[src/rtl/lcds_pkg.sv]
package lcds_pkg;

    localparam int BYTE_W = 8;
    localparam int NIB_W  = 4;
    localparam int QUE_W  = 2 * BYTE_W;
    localparam int CNT_W  = $clog2(QUE_W + 1);
    localparam int PC_W   = 3;
    localparam int PIT_W  = 4;
    localparam int LAN_W  = 3;

    typedef enum logic [1:0] {
        OM_SERIAL  = 2'b00,
        OM_PAIR    = 2'b01,
        OM_NIBBLE  = 2'b10,
        OM_NIBBLE2 = 2'b11
    } outmode_t;

    typedef struct packed {
        logic [NIB_W-1:0] up;
        logic [NIB_W-1:0] lo;
    } grp_pair_t;

    function automatic logic [LAN_W-1:0] lanes_of(input logic [1:0] m);
        case (m)
            2'b00:   lanes_of = 3'd1;
            2'b01:   lanes_of = 3'd2;
            default: lanes_of = 3'd4;
        endcase
    endfunction

    function automatic logic [PIT_W-1:0] pitch_clamp(input logic [PIT_W-1:0] hp);
        if (hp < 4'd4)      pitch_clamp = 4'd4;
        else if (hp > 4'd8) pitch_clamp = 4'd8;
        else                pitch_clamp = hp;
    endfunction

endpackage

[src/rtl/lcds_bitq.sv]
module lcds_bitq
    import lcds_pkg::*;
#(
    parameter int BW = BYTE_W,
    parameter int QW = QUE_W,
    parameter int CW = CNT_W,
    parameter int GW = NIB_W
) (
    input  logic             clk,
    input  logic             rst,
    input  logic             clr,
    input  logic             load,
    input  logic [BW-1:0]    din,
    input  logic [PIT_W-1:0] pitch,
    input  logic [LAN_W-1:0] lanes,
    input  logic             pop,
    output logic [GW-1:0]    grp,
    output logic             nonempty
);

    logic [QW-1:0] q, q_app, ext;
    logic [CW-1:0] cnt, cnt_app, take;
    logic [BW-1:0] keep_mask, din_m;
    logic [GW-1:0] lane_mask;

    always_comb begin
        keep_mask = ~({BW{1'b1}} >> pitch);
        din_m     = din & keep_mask;
        ext       = {din_m, {(QW-BW){1'b0}}} >> cnt;
        q_app     = load ? (q | ext) : q;
        cnt_app   = cnt + (load ? CW'(pitch) : '0);
        take      = (cnt_app < CW'(lanes)) ? cnt_app : CW'(lanes);
        lane_mask = ~({GW{1'b1}} >> lanes);
        nonempty  = (cnt_app != '0);
    end

    always_ff @(posedge clk) begin
        if (rst || clr) begin
            q   <= '0;
            cnt <= '0;
            grp <= '0;
        end else if (pop) begin
            q   <= q_app << lanes;
            cnt <= cnt_app - take;
            grp <= q_app[QW-1 -: GW] & lane_mask;
        end else begin
            q   <= q_app;
            cnt <= cnt_app;
        end
    end

endmodule

[src/rtl/lcds_pacer.sv]
module lcds_pacer
    import lcds_pkg::*;
#(
    parameter int PW = PC_W
) (
    input  logic             clk,
    input  logic             rst,
    input  logic             en,
    input  logic             kick,
    input  logic             have_bits,
    input  logic [LAN_W-1:0] lanes,
    output logic             pop,
    output logic             clp
);

    logic          running, running_n;
    logic          act, act_n;
    logic          clp_n;
    logic [PW-1:0] pc, pc_n, pc_last;

    always_comb begin
        pc_last   = PW'({lanes, 1'b0} - 4'd1);
        pop       = en && running && (pc == pc_last);
        running_n = running;
        act_n     = act;
        pc_n      = pc;
        if (!en) begin
            running_n = 1'b0;
            act_n     = 1'b0;
            pc_n      = '0;
        end else if (running) begin
            pc_n = pop ? '0 : pc + 1'b1;
            if (pop) begin
                act_n     = have_bits;
                running_n = have_bits;
            end
        end else if (kick) begin
            running_n = 1'b1;
            pc_n      = '0;
        end
        clp_n = act_n && (pc_n >= PW'(lanes));
    end

    always_ff @(posedge clk) begin
        if (rst) begin
            running <= 1'b0;
            act     <= 1'b0;
            pc      <= '0;
            clp     <= 1'b0;
        end else begin
            running <= running_n;
            act     <= act_n;
            pc      <= pc_n;
            clp     <= clp_n;
        end
    end

endmodule

[src/rtl/lcds_pinmap.sv]
module lcds_pinmap
    import lcds_pkg::*;
(
    input  logic [1:0]       mode,
    input  grp_pair_t        grp,
    output logic [NIB_W-1:0] ud,
    output logic [NIB_W-1:0] ld
);

    always_comb begin
        ud = '0;
        ld = '0;
        case (outmode_t'(mode))
            OM_SERIAL: begin
                ud[0] = grp.up[3];
                ud[1] = grp.lo[3];
            end
            OM_PAIR: begin
                ud[0] = grp.up[3];
                ud[1] = grp.up[2];
                ud[2] = grp.lo[3];
                ud[3] = grp.lo[2];
            end
            default: begin
                ud = grp.up;
                ld = grp.lo;
            end
        endcase
    end

endmodule

[src/rtl/lcd_dual_serializer.sv]
module lcd_dual_serializer
    import lcds_pkg::*;
#(
    parameter int BW     = BYTE_W,
    parameter int HALVES = 2
) (
    input  logic             clk,
    input  logic             rst,
    input  logic             disp_on,
    input  logic [1:0]       out_mode,
    input  logic [PIT_W-1:0] pitch,
    input  logic             chr_load,
    input  logic             line_blank,
    input  logic [BW-1:0]    up_byte,
    input  logic [BW-1:0]    lo_byte,
    output logic [NIB_W-1:0] ud,
    output logic [NIB_W-1:0] ld,
    output logic             clp
);

    logic             accept, pop;
    logic [PIT_W-1:0] hp_eff;
    logic [LAN_W-1:0] lanes;
    logic [BW-1:0]    half_byte [HALVES];
    logic [NIB_W-1:0] half_grp  [HALVES];
    logic [HALVES-1:0] half_ne;
    grp_pair_t        grp;

    assign accept       = chr_load && !line_blank && disp_on;
    assign hp_eff       = pitch_clamp(pitch);
    assign lanes        = lanes_of(out_mode);
    assign half_byte[0] = up_byte;
    assign half_byte[1] = lo_byte;

    generate
        for (genvar h = 0; h < HALVES; h++) begin : g_half
            lcds_bitq #(.BW(BW)) u_q (
                .clk      (clk),
                .rst      (rst),
                .clr      (!disp_on),
                .load     (accept),
                .din      (half_byte[h]),
                .pitch    (hp_eff),
                .lanes    (lanes),
                .pop      (pop),
                .grp      (half_grp[h]),
                .nonempty (half_ne[h])
            );
        end
    endgenerate

    lcds_pacer u_pacer (
        .clk       (clk),
        .rst       (rst),
        .en        (disp_on),
        .kick      (accept),
        .have_bits (half_ne[0]),
        .lanes     (lanes),
        .pop       (pop),
        .clp       (clp)
    );

    assign grp.up = half_grp[0];
    assign grp.lo = half_grp[1];

    lcds_pinmap u_map (
        .mode (out_mode),
        .grp  (grp),
        .ud   (ud),
        .ld   (ld)
    );

endmodule

[config.mk]
export PLATFORM = sky130hd
export DESIGN_NAME = lcd_dual_serializer
export DESIGN_NICKNAME = d
export VERILOG_FILES = /design/src/rtl/lcds_pkg.sv /design/src/rtl/lcds_bitq.sv /design/src/rtl/lcds_pacer.sv /design/src/rtl/lcds_pinmap.sv /design/src/rtl/lcd_dual_serializer.sv
export SDC_FILE = /design/constraint.sdc
export NUM_CORES = 1
export LEC_CHECK = 0
export BUFFER_PORTS_ARGS = -buffer_cell sky130_fd_sc_hd__buf_2
export CAP_MARGIN = 20
export CELL_PAD_IN_SITES_DETAIL_PLACEMENT = 0
export CELL_PAD_IN_SITES_GLOBAL_PLACEMENT = 1
export CORE_ASPECT_RATIO = 1.5
export CORE_MARGIN = 1.5
export CORE_UTILIZATION = 42
export DETAILED_ROUTE_END_ITERATION = 8
export PLACE_DENSITY_LB_ADDON = 0.1
export SETUP_SLACK_MARGIN = 0.3
export SYNTH_ARGS = -nofsm -noshare
export SYNTH_HDL_FRONTEND = slang
export SYNTH_SLANG_ARGS = --single-unit
[constraint.sdc]
create_clock -name clk -period 5.17 [get_ports clk]
set_clock_uncertainty 0.1 [all_clocks]
set_input_delay 1.551 -clock clk [delete_from_list [all_inputs] [get_ports clk]]
set_output_delay 1.551 -clock clk [all_outputs]
set_load 0.02 [all_outputs]
## After elaboration in Yosys (flattened, before gate mapping)

Index checks and enable logic that the tools add are counted.

| word-level totals | value |
|---|---|
| bits in registers | 56 |
| input port bits | 27 |
| output and inout port bits | 9 |
| logic and storage cells | 75 |

| operators by class | value |
|---|---|
| add/subtract/negate cells | 6 |
| magnitude comparators | 5 |
| equality and inequality tests | 2 |
| shift-type cells | 6 |
| mux-type cells | 25 |
| bitwise gates (word level) | 9 |
| reductions and logical operators | 12 |

Operators with widths:

| cell | count |
|---|---|
| two-way mux 16 bit | 4 |
| bitwise OR 16 bit | 2 |
| left shift 16 x 3 -> 16 bit | 2 |
| right shift 16 x 5 -> 16 bit | 2 |
| two-way mux 5 bit | 4 |
| bitwise AND 8 bit | 2 |
| two-way mux 4 bit | 4 |
| two-way mux 3 bit | 4 |
| adder 5 bit | 2 |
| < comparator 5 x 3 -> 1 bit | 2 |
| subtractor 5 bit | 2 |
| bitwise AND 4 bit | 2 |
| inverter 8 bit | 1 |
| case mux 2 bit (2 select lines) | 2 |
| right shift 8 x 4 -> 8 bit (first input constant) | 1 |
| two-way mux 1 bit | 6 |
| case mux 3 bit (2 select lines) | 1 |
| logical AND 1 bit | 5 |
| nonzero test 5 bit | 1 |
| > comparator 4 bit (second input constant) | 1 |
| < comparator 4 x 3 -> 1 bit (second input constant) | 1 |
| inverter 4 bit | 1 |
| OR reduction 2 bit | 2 |
| right shift 4 x 3 -> 4 bit (first input constant) | 1 |
| other kinds (9) | 10 |

## Longest topological paths before layout

Gate-level depths: netlist (run 1).

| depth | value |
|---|---|
| word-level depth | 11 |
| mapped depth | 20 |
| depth with buffers taken out | 19 |

## Cells and area by module

A second synthesis (run 1) with hierarchy kept.

| second synthesis, totals | value |
|---|---|
| cells, all modules | 744 |
| area total of the unflattened synthesis | 5918.2 sq um |

By module, submodules not included:

| module | instances | cells each | area an instance (sq um) | sequential area each (sq um) |
|---|---|---|---|---|
| lcds_bitq | 2 | 342 | 2697.6 | 500.5 |
| lcds_pacer | 1 | 39 | 375.4 | 120.1 |
| lcds_pinmap | 1 | 12 | 96.3 | 0.0 |
| lcd_dual_serializer | 1 | 9 | 51.3 | 0.0 |

## Least setup slack after synthesis (run 1)

OpenSTA, ideal clock, no wires.

| path | value |
|---|---|
| path kind | input-to-reg |
| start point | in disp_on |
| end point | reg g_half[0].u_q.cnt[4] |
| setup time | 0.128 ns |
| arrival time | 5.304 ns |
| setup slack | -0.362 ns |
| cell stages on the path | 20 |
| path buffers | 1 |
| path through | buf_2 -> nand3b_1 -> nor2_1 -> and3_1 -> ha_1 -> inv_1 -> fa_1 -> inv_1 -> ha_1 -> o21ai_0 -> nand2b_1 -> a2111oi_2 -> nand2_1 -> o21ai_0 -> ha_1 -> inv_1 -> fa_1 -> a2111oi_2 -> xnor2_1 -> nor2_1 |

| between the ends | value |
|---|---|
| longest elaborated chain between the ends | 7 |

RTL lines:

| item | RTL line | source |
|---|---|---|
| from (decl) | lcd_dual_serializer.sv:9 | `input logic disp_on,` |
| logical AND 1 bit | lcd_dual_serializer.sv:29 | `assign accept = chr_load && !line_blank && disp_on;` |
| two-way mux 4 bit | lcds_bitq.sv:31 | `cnt_app = cnt + (load ? CW'(pitch) : '0);` |
| adder 5 bit | lcds_bitq.sv:31 |  |
| < comparator 5 x 3 -> 1 bit | lcds_bitq.sv:32 | `take = (cnt_app < CW'(lanes)) ? cnt_app : CW'(lanes);` |
| two-way mux 5 bit | lcds_bitq.sv:32 |  |
| subtractor 5 bit | lcds_bitq.sv:44 | `cnt <= cnt_app - take;` |
| two-way mux 5 bit | lcds_bitq.sv:42 | `end else if (pop) begin` |
| to (signal assigned) | lcds_bitq.sv:44 |  |
| to (signal assigned) | lcds_bitq.sv:48 | `cnt <= cnt_app;` |
| to (decl) | lcds_bitq.sv:22 | `logic [CW-1:0] cnt, cnt_app, take;` |

Parallel ways exist; a longest one is shown, timed or not.
A chain may end at the register's enable or synchronous reset.

## Final worst setup path (run 1)

| path | value |
|---|---|
| start point | in line_blank |
| end point | reg g_half[1].u_q.cnt[2] |

| between the ends | value |
|---|---|
| longest elaborated chain between the ends | 9 |

RTL lines:

| item | RTL line | source |
|---|---|---|
| from (decl) | lcd_dual_serializer.sv:13 | `input logic line_blank,` |
| zero test 1 bit * | lcd_dual_serializer.sv:29 |  |
| logical AND 1 bit * (2 in series) | lcd_dual_serializer.sv:29 |  |
| two-way mux 4 bit * | lcds_bitq.sv:31 |  |
| adder 5 bit * | lcds_bitq.sv:31 |  |
| < comparator 5 x 3 -> 1 bit | lcds_bitq.sv:32 |  |
| two-way mux 5 bit | lcds_bitq.sv:32 |  |
| subtractor 5 bit | lcds_bitq.sv:44 |  |
| two-way mux 5 bit * | lcds_bitq.sv:42 |  |
| to (signal assigned) | lcds_bitq.sv:44 |  |
| to (signal assigned) | lcds_bitq.sv:48 |  |
| to (decl) | lcds_bitq.sv:22 |  |

Mark *: on every way between the ends. The rest lies on a longest branch, timed or not.

==> results of run 1 <==
kinds of logic (layout without fill, tap and decap cells):
kind of cell    count (synthesis)  after routing  synth area share
buf+inv                        65            129            0.0556
xor+xnor                       14             14            0.0243
flops                          56             56             0.222
mux                            36             36            0.0750
compound gates                240            240             0.340
simple gates                  213            213             0.207
fa+ha+maj                      28             28            0.0755
cell usage after synthesis (all sizes together) (5+ instances only):
cell and count:
nor2 70, dfxtp 56, nand2 56, a21oi 55, o21ai 35, mux2i 25
ha 24, nor3 23, inv 22, a211oi 20, buf 20, clkbuf 20
o22ai 16, a21o 15, nand2b 13, nor2b 13, a221oi 11, mux2 11
o211ai 11, xnor2 11, a31oi 9, nand3 9, a22oi 8, a2111oi 7
o221ai 6, o31ai 6, and3 5, o21a 5
power by group:
group | internal, mW | switching (mW) | total [mW] | leakage (nW)
Combinational | 0.0991 | 0.142 | 0.241 | 1.78
Clock | 0.181 | 0.169 | 0.351 | 0.0671
Sequential | 0.433 | 0.00363 | 0.437 | 0.451
Total | 0.714 | 0.315 | 1.03 | 2.30
flip-flops by register name (all words and copies together) (netlist names):
signal and cells:
u_pacer.pc 3, u_pacer.act 1, u_pacer.clp 1, g_half.u_q.grp 8, g_half.u_q.cnt 10, u_pacer.running 1, g_half.u_q.q 32
what timing repair did:
item                       4_1_cts  5_1_grt
pin swaps                        5       13
setup endpoints to repair        8        8
buffers inserted                15        3
gates resized for setup         15        5
worst min-delay path, stage by stage, from the launching register on:
cell and delay [ns]:
dfxtp_1 0.33, a21oi_1 0.06, nor2_1 0.07
final cells by class:
type | count | area (um2) | area share
Multi-Input combinational cell | 531 | 3810 | 0.635
Sequential cell | 56 | 1120 | 0.187
Timing Repair Buffer | 96 | 647 | 0.108
Tap cell | 150 | 188 | 0.0313
Clock buffer | 6 | 129 | 0.0215
Inverter | 25 | 93.8 | 0.0156
Clock inverter | 2 | 16.3 | 0.00271
stage by stage:
stage,cells,util,worst slack (ns)
after CTS,863,0.515,0.256
after floorplan,652,-,-0.0184
final,866,0.518,0.172
after global routing,866,0.518,0.00491
after global placement,840,0.487,-0.0452
after detailed placement,840,0.487,-0.175
metal layers:
metal,wire (um),GRT usage,vias to the layer above
met5,0,0,-
met4,601,0.126,0
met3,1160,0.0417,40
met2,8980,0.507,246
met1,7820,0.367,2631
li1,-,-,2581
worst paths after layout:
check / from / endpoint / cells past startpoint
max: line_blank / g_half[1].u_q.cnt[2] / 20
min: g_half[1].u_q.grp[0] / g_half[1].u_q.grp[0] / 2
max reg2reg: g_half[0].u_q.cnt[0] / g_half[0].u_q.cnt[4] / 16
min reg2reg: g_half[1].u_q.grp[0] / g_half[1].u_q.grp[0] / 2
==> run metrics, run 1 <==
FMAX=between 0.2 and 0.25 GHz; most common cell after layout, fill and taps aside=nor2_1; cell area after synthesis=5040 um2; Leak=approximately 2.3 nW; PwrDens=between 150 and 200 nW/um2; Sink Count=56; CTS Buf Count=5; Synth Warn #=0; max-slew violations=0; Seq/Total Area, Yosys=0.222; Synth Register Bits=56; R2R setup slack=~1.2 ns; min-delay worst type=reg -> reg; cells along the critical path=buf_6 -> nand3b_1 -> nor2_2 -> and3_4 -> ha_4 -> inv_2 -> fa_2 -> inv_2 -> ha_4 -> o21ai_2 -> nand2b_1 -> a2111oi_4 -> buf_4 -> buf_6 -> mux2i_2 -> ha_1 -> buf_4 -> buf_4 -> xnor2_1 -> a211oi_1; DP Area=around 5600 um2; H-tree depth=2; GRT Overall Usage=0.296; Fin Hold WS=0.386 ns; Die Y=137 um; startpoint types=input pin; GRT overflow=0; crit path max fanout=4; Design Power=just over 1 mW; most used cell, CP=buf_4; final hold vios=0; Worst setup EP type=flop; number of remaining DRC errors=0; vias in the first global route=between 5k and 6k; Crit Path Class=in -> reg; Max stage delay on crit path=between 0.5 and 0.6 ns; Final #Nets=770; layout cells sized above 1=0.237; fillers=1155; post-synth top area cell=dfxtp_1; Yosys top cell area share=0.222; Worst Path Arrival=5.10 ns; initial antenna violation count=0; FP Rows=48; CTS max path bufs=2; cts hold-fix bufs=0; Vias=5498; Die X=around 92 um; CTS tree=yes; crit path time final=approximately 5.0 ns; first-pass GRT wire length=28800 um; Port Buf Inserts=35; HPWL after DPL=approximately 14000 um; Antenna diodes=0; Final period util=0.967; TritonRoute pass-1 iters=5; WL per Instance=~21 um; Synth area leaders=dfxtp_1 22%, ha_1 6.0%, a21oi_1 5.4%, nor2_1 5.1%, mux2i_1 4.8%; Iter 0 DRT Violations=around 530; Setup TNS=0 ns; worst endpoint required time=5.27 ns; EDFF count, synth=0; Syn Area/Cell=7.73 um2; root buf cell=clkbuf_16; I/O Pins=36; CP delay by family, top=adder cells; Post-Syn Instances=approximately 650; Core Area=roughly 12000 um2; routed vias/inst=between 6 and 7; Slew HR=0.380; clk_lat worst skew=0.30 ns; Final Instance Area=around 6000 um2; commonest cells after routing, fill and taps aside=66 x nor2_1, 59 x buf_4, 56 x dfxtp_1, 55 x nand2_1, 52 x a21oi_1; Worst Tran Pin Value=slightly above 0.9 ns; RSZ-0062 raised after global routing=yes; clock-pin slew on the worst setup and hold paths=0.08 ns; outcome=finished, final reports clean; syn nets=just over 700; worst path bufs/invs=7; Placer Congestion=approximately 0.97; Most used DFF post-synth=dfxtp_1; Max VDD drop=121 uV; Synth async-reset ratio=0; synthesis-to-layout area growth=19.2%; starting density of the core=0.435; Final Setup Violations=0; die area=12700 um2; CP max-delay cell=fa_2; post-synth cell types=80; drt total wl=18600 um; ANT nets after route=0; # Max-Cap Violations=0; largest net degree at the start of global routing=between 40 and 50
Note: power is estimated with default switching activity, not from simulation.
==> inputs of run 2 (changes only) <==
--- a/config.mk
+++ b/config.mk
@@ -13,7 +13,7 @@
 export CORE_MARGIN = 1.5
 export CORE_UTILIZATION = 42
 export DETAILED_ROUTE_END_ITERATION = 8
-export PLACE_DENSITY_LB_ADDON = 0.1
+export PLACE_DENSITY = 0.76
 export SETUP_SLACK_MARGIN = 0.3
 export SYNTH_ARGS = -nofsm -noshare
 export SYNTH_HDL_FRONTEND = slang
==> run metrics, run 2 (same netlist as run 1, synthesis figures left out) <==
Crit Path Class=in -> reg; Pint=767 uW (+7.5%); TritonRoute pass-1 iters=5 (unchanged); final hold vios=0 (unchanged); RSZ-0062 raised after global routing=yes; Core Area=11600 um2 (unchanged); Worst Tran Pin Value=0.758 ns (-0.172 ns); Slew HR=0.482 (+0.102); reg2reg start=g_half[1].u_q.cnt[1]; first-pass GRT wire length=27300 um (-5.3%); CTS Buf Count=5 (unchanged); GRT Overall Usage=0.279 (-0.0166); CP delay by family, top=adder cells; Final #Nets=759 (-1.4%); routed vias/inst=6.33 (-0.26%); CTS tree=yes; fillers=1144 (-0.95%); # Max-Cap Violations=0 (unchanged); Final period util=0.960 (-0.00706); min-delay src=g_half[1].u_q.grp[0]; PwrDens=180 nW/um2 (+5.3%); Placer Congestion=0.954 (-1.9%); max-slew violations=0 (unchanged); startpoint types=input pin; Final Util=0.516 (-0.00184); CTS max path bufs=2 (unchanged); largest net degree at the start of global routing=34 (-19%); crit path time final=4.96 ns (-0.0365 ns); worst endpoint required time=5.25 ns (-0.02 ns); Worst Path Arrival=5.04 ns (-0.06 ns); vias in the first global route=5160 (-2.6%); max reg flops=32 (unchanged); layout cells sized above 1=0.231 (-0.00622); clock-pin slew on the worst setup and hold paths=0.07 ns (about the same); Leak=2.28 nW (-0.79%); CP max-delay cell=fa_2; H-tree depth=2 (unchanged); Final Instance Area=5980 um2 (-0.35%); Die X=92.4 um (unchanged); clk_lat worst skew=0.30 ns (about the same); GRT overflow=0 (unchanged); DP Area=5620 um2 (-0.40%); Port Buf Inserts=35 (unchanged); HPWL after DPL=13200 um (-2.9%); FMAX=0.202 GHz (+0.74%); Worst setup startpoint=line_blank; Setup TNS=0 ns (unchanged); number of remaining DRC errors=0 (unchanged); Die Y=137 um (unchanged); Regs by FF count=g_half.u_q.q x32, g_half.u_q.cnt x10, g_half.u_q.grp x8; min-delay worst type=reg -> reg; I/O Pins=36 (unchanged); Iter 0 DRT Violations=348 (-35%); cells along the critical path=buf_6 -> nand3b_1 -> nor2_2 -> and3_4 -> ha_4 -> inv_2 -> fa_2 -> inv_2 -> ha_4 -> o21ai_2 -> nand2b_1 -> a2111oi_4 -> buf_4 -> buf_4 -> buf_4 -> mux2i_1 -> ha_1 -> a2111oi_4 -> xnor2_1 -> nor2_1; Worst setup EP type=flop; switching power=313 uW (-0.83%); root buf cell=clkbuf_16; most used cell, CP=buf_4; starting density of the core=0.435 (unchanged); crit path max fanout=3 (-1); ANT nets after route=0 (unchanged); Net Sw Frac=0.289 (-0.0168); Antenna diodes=0 (unchanged); commonest cells after routing, fill and taps aside=67 x nor2_1, 56 x dfxtp_1, 54 x nand2_1, 52 x a21oi_1, 46 x buf_4; initial antenna violation count=0 (unchanged); Top reg by flops=g_half.u_q.q; R2R setup slack=0.90 ns (-0.27 ns); Max stage delay on crit path=0.54 ns (about the same); Final Setup Violations=0 (unchanged); Sink Count=56 (unchanged); most common cell after layout, fill and taps aside=nor2_1; WL per Instance=20.4 um (-4.7%); synthesis-to-layout area growth=18.7%; Seq pwr share=0.405 (-0.020); clock share of power=0.365 (+0.024); FP Rows=48 (unchanged); worst path bufs/invs=6 (-1); outcome=finished, final reports clean; drt total wl=17500 um (-5.9%); Vias=5414 (-1.5%); die area=12700 um2 (unchanged); Max VDD drop=124 uV (+3.0%); power share of the combinational group=0.231 (-0.004); Design Power=1.08 mW (+4.9%)
-- run 2: metrics by stage --
stage	hold WS, ns	cells	setup WS, ns
final	0.390	855	0.208
after floorplan	0.346	652	-0.0184
after detailed placement	0.378	837	-0.110
after CTS	0.403	849	0.210
after global placement	0.366	837	-0.0204
after global routing	0.440	855	0.0884
-- run 2: worst reg2reg max path, stage by stage (launching register included) --
cell and delay (ns):
dfxtp_1 0.82, clkinv_1 0.49, fa_2 0.69, inv_2 0.05, ha_4 0.21, o21ai_2 0.05, nand2b_1 0.10, a2111oi_4 0.31
nand2_1 0.08, o21ai_1 0.08, ha_2 0.18, inv_2 0.05, fa_2 0.41, a2111oi_4 0.31, xnor2_1 0.16, nor2_1 0.06
-- run 2: power groups by stage --
stage	Combinational, mW	Sequential (mW)	Clock [mW]
after floorplan	0.141	0.445	0
after global placement	0.215	0.447	0
after detailed placement	0.218	0.447	0
after CTS	0.230	0.437	0.405
after global routing	0.268	0.437	0.412
final	0.249	0.437	0.394
-- run 2: cell type report --
type | instances | area (um2) | area share
Multi-Input combinational cell | 531 | 3840 | 0.643
Sequential cell | 56 | 1120 | 0.187
Timing Repair Buffer | 85 | 572 | 0.0956
Tap cell | 150 | 188 | 0.0314
Clock buffer | 6 | 129 | 0.0215
Inverter | 25 | 93.8 | 0.0157
Clock inverter | 2 | 35.0 | 0.00586
-- run 2: worst paths after layout --
kind / to / depth (start not counted)
worst max-delay path: g_half[0].u_q.cnt[4] / 20
worst min-delay path: g_half[1].u_q.grp[0] / 2
worst max register to register: g_half[1].u_q.cnt[4] / 15
worst min register to register: g_half[1].u_q.grp[0] / 2
-- run 2: repair_timing --
action,4_1_cts,5_1_grt
hold buffers,0,0
buffers inserted,4,6
setup endpoints to repair,5,8
gates resized for setup,16,11
pin swaps,14,17
-- run 2: per-layer routing --
metal,track usage,vias up,share of wire
li1,-,2562,-
met1,0.338,2575,0.41
met2,0.471,231,0.48
met3,0.0361,46,0.058
met4,0.159,0,0.046
met5,0,-,0
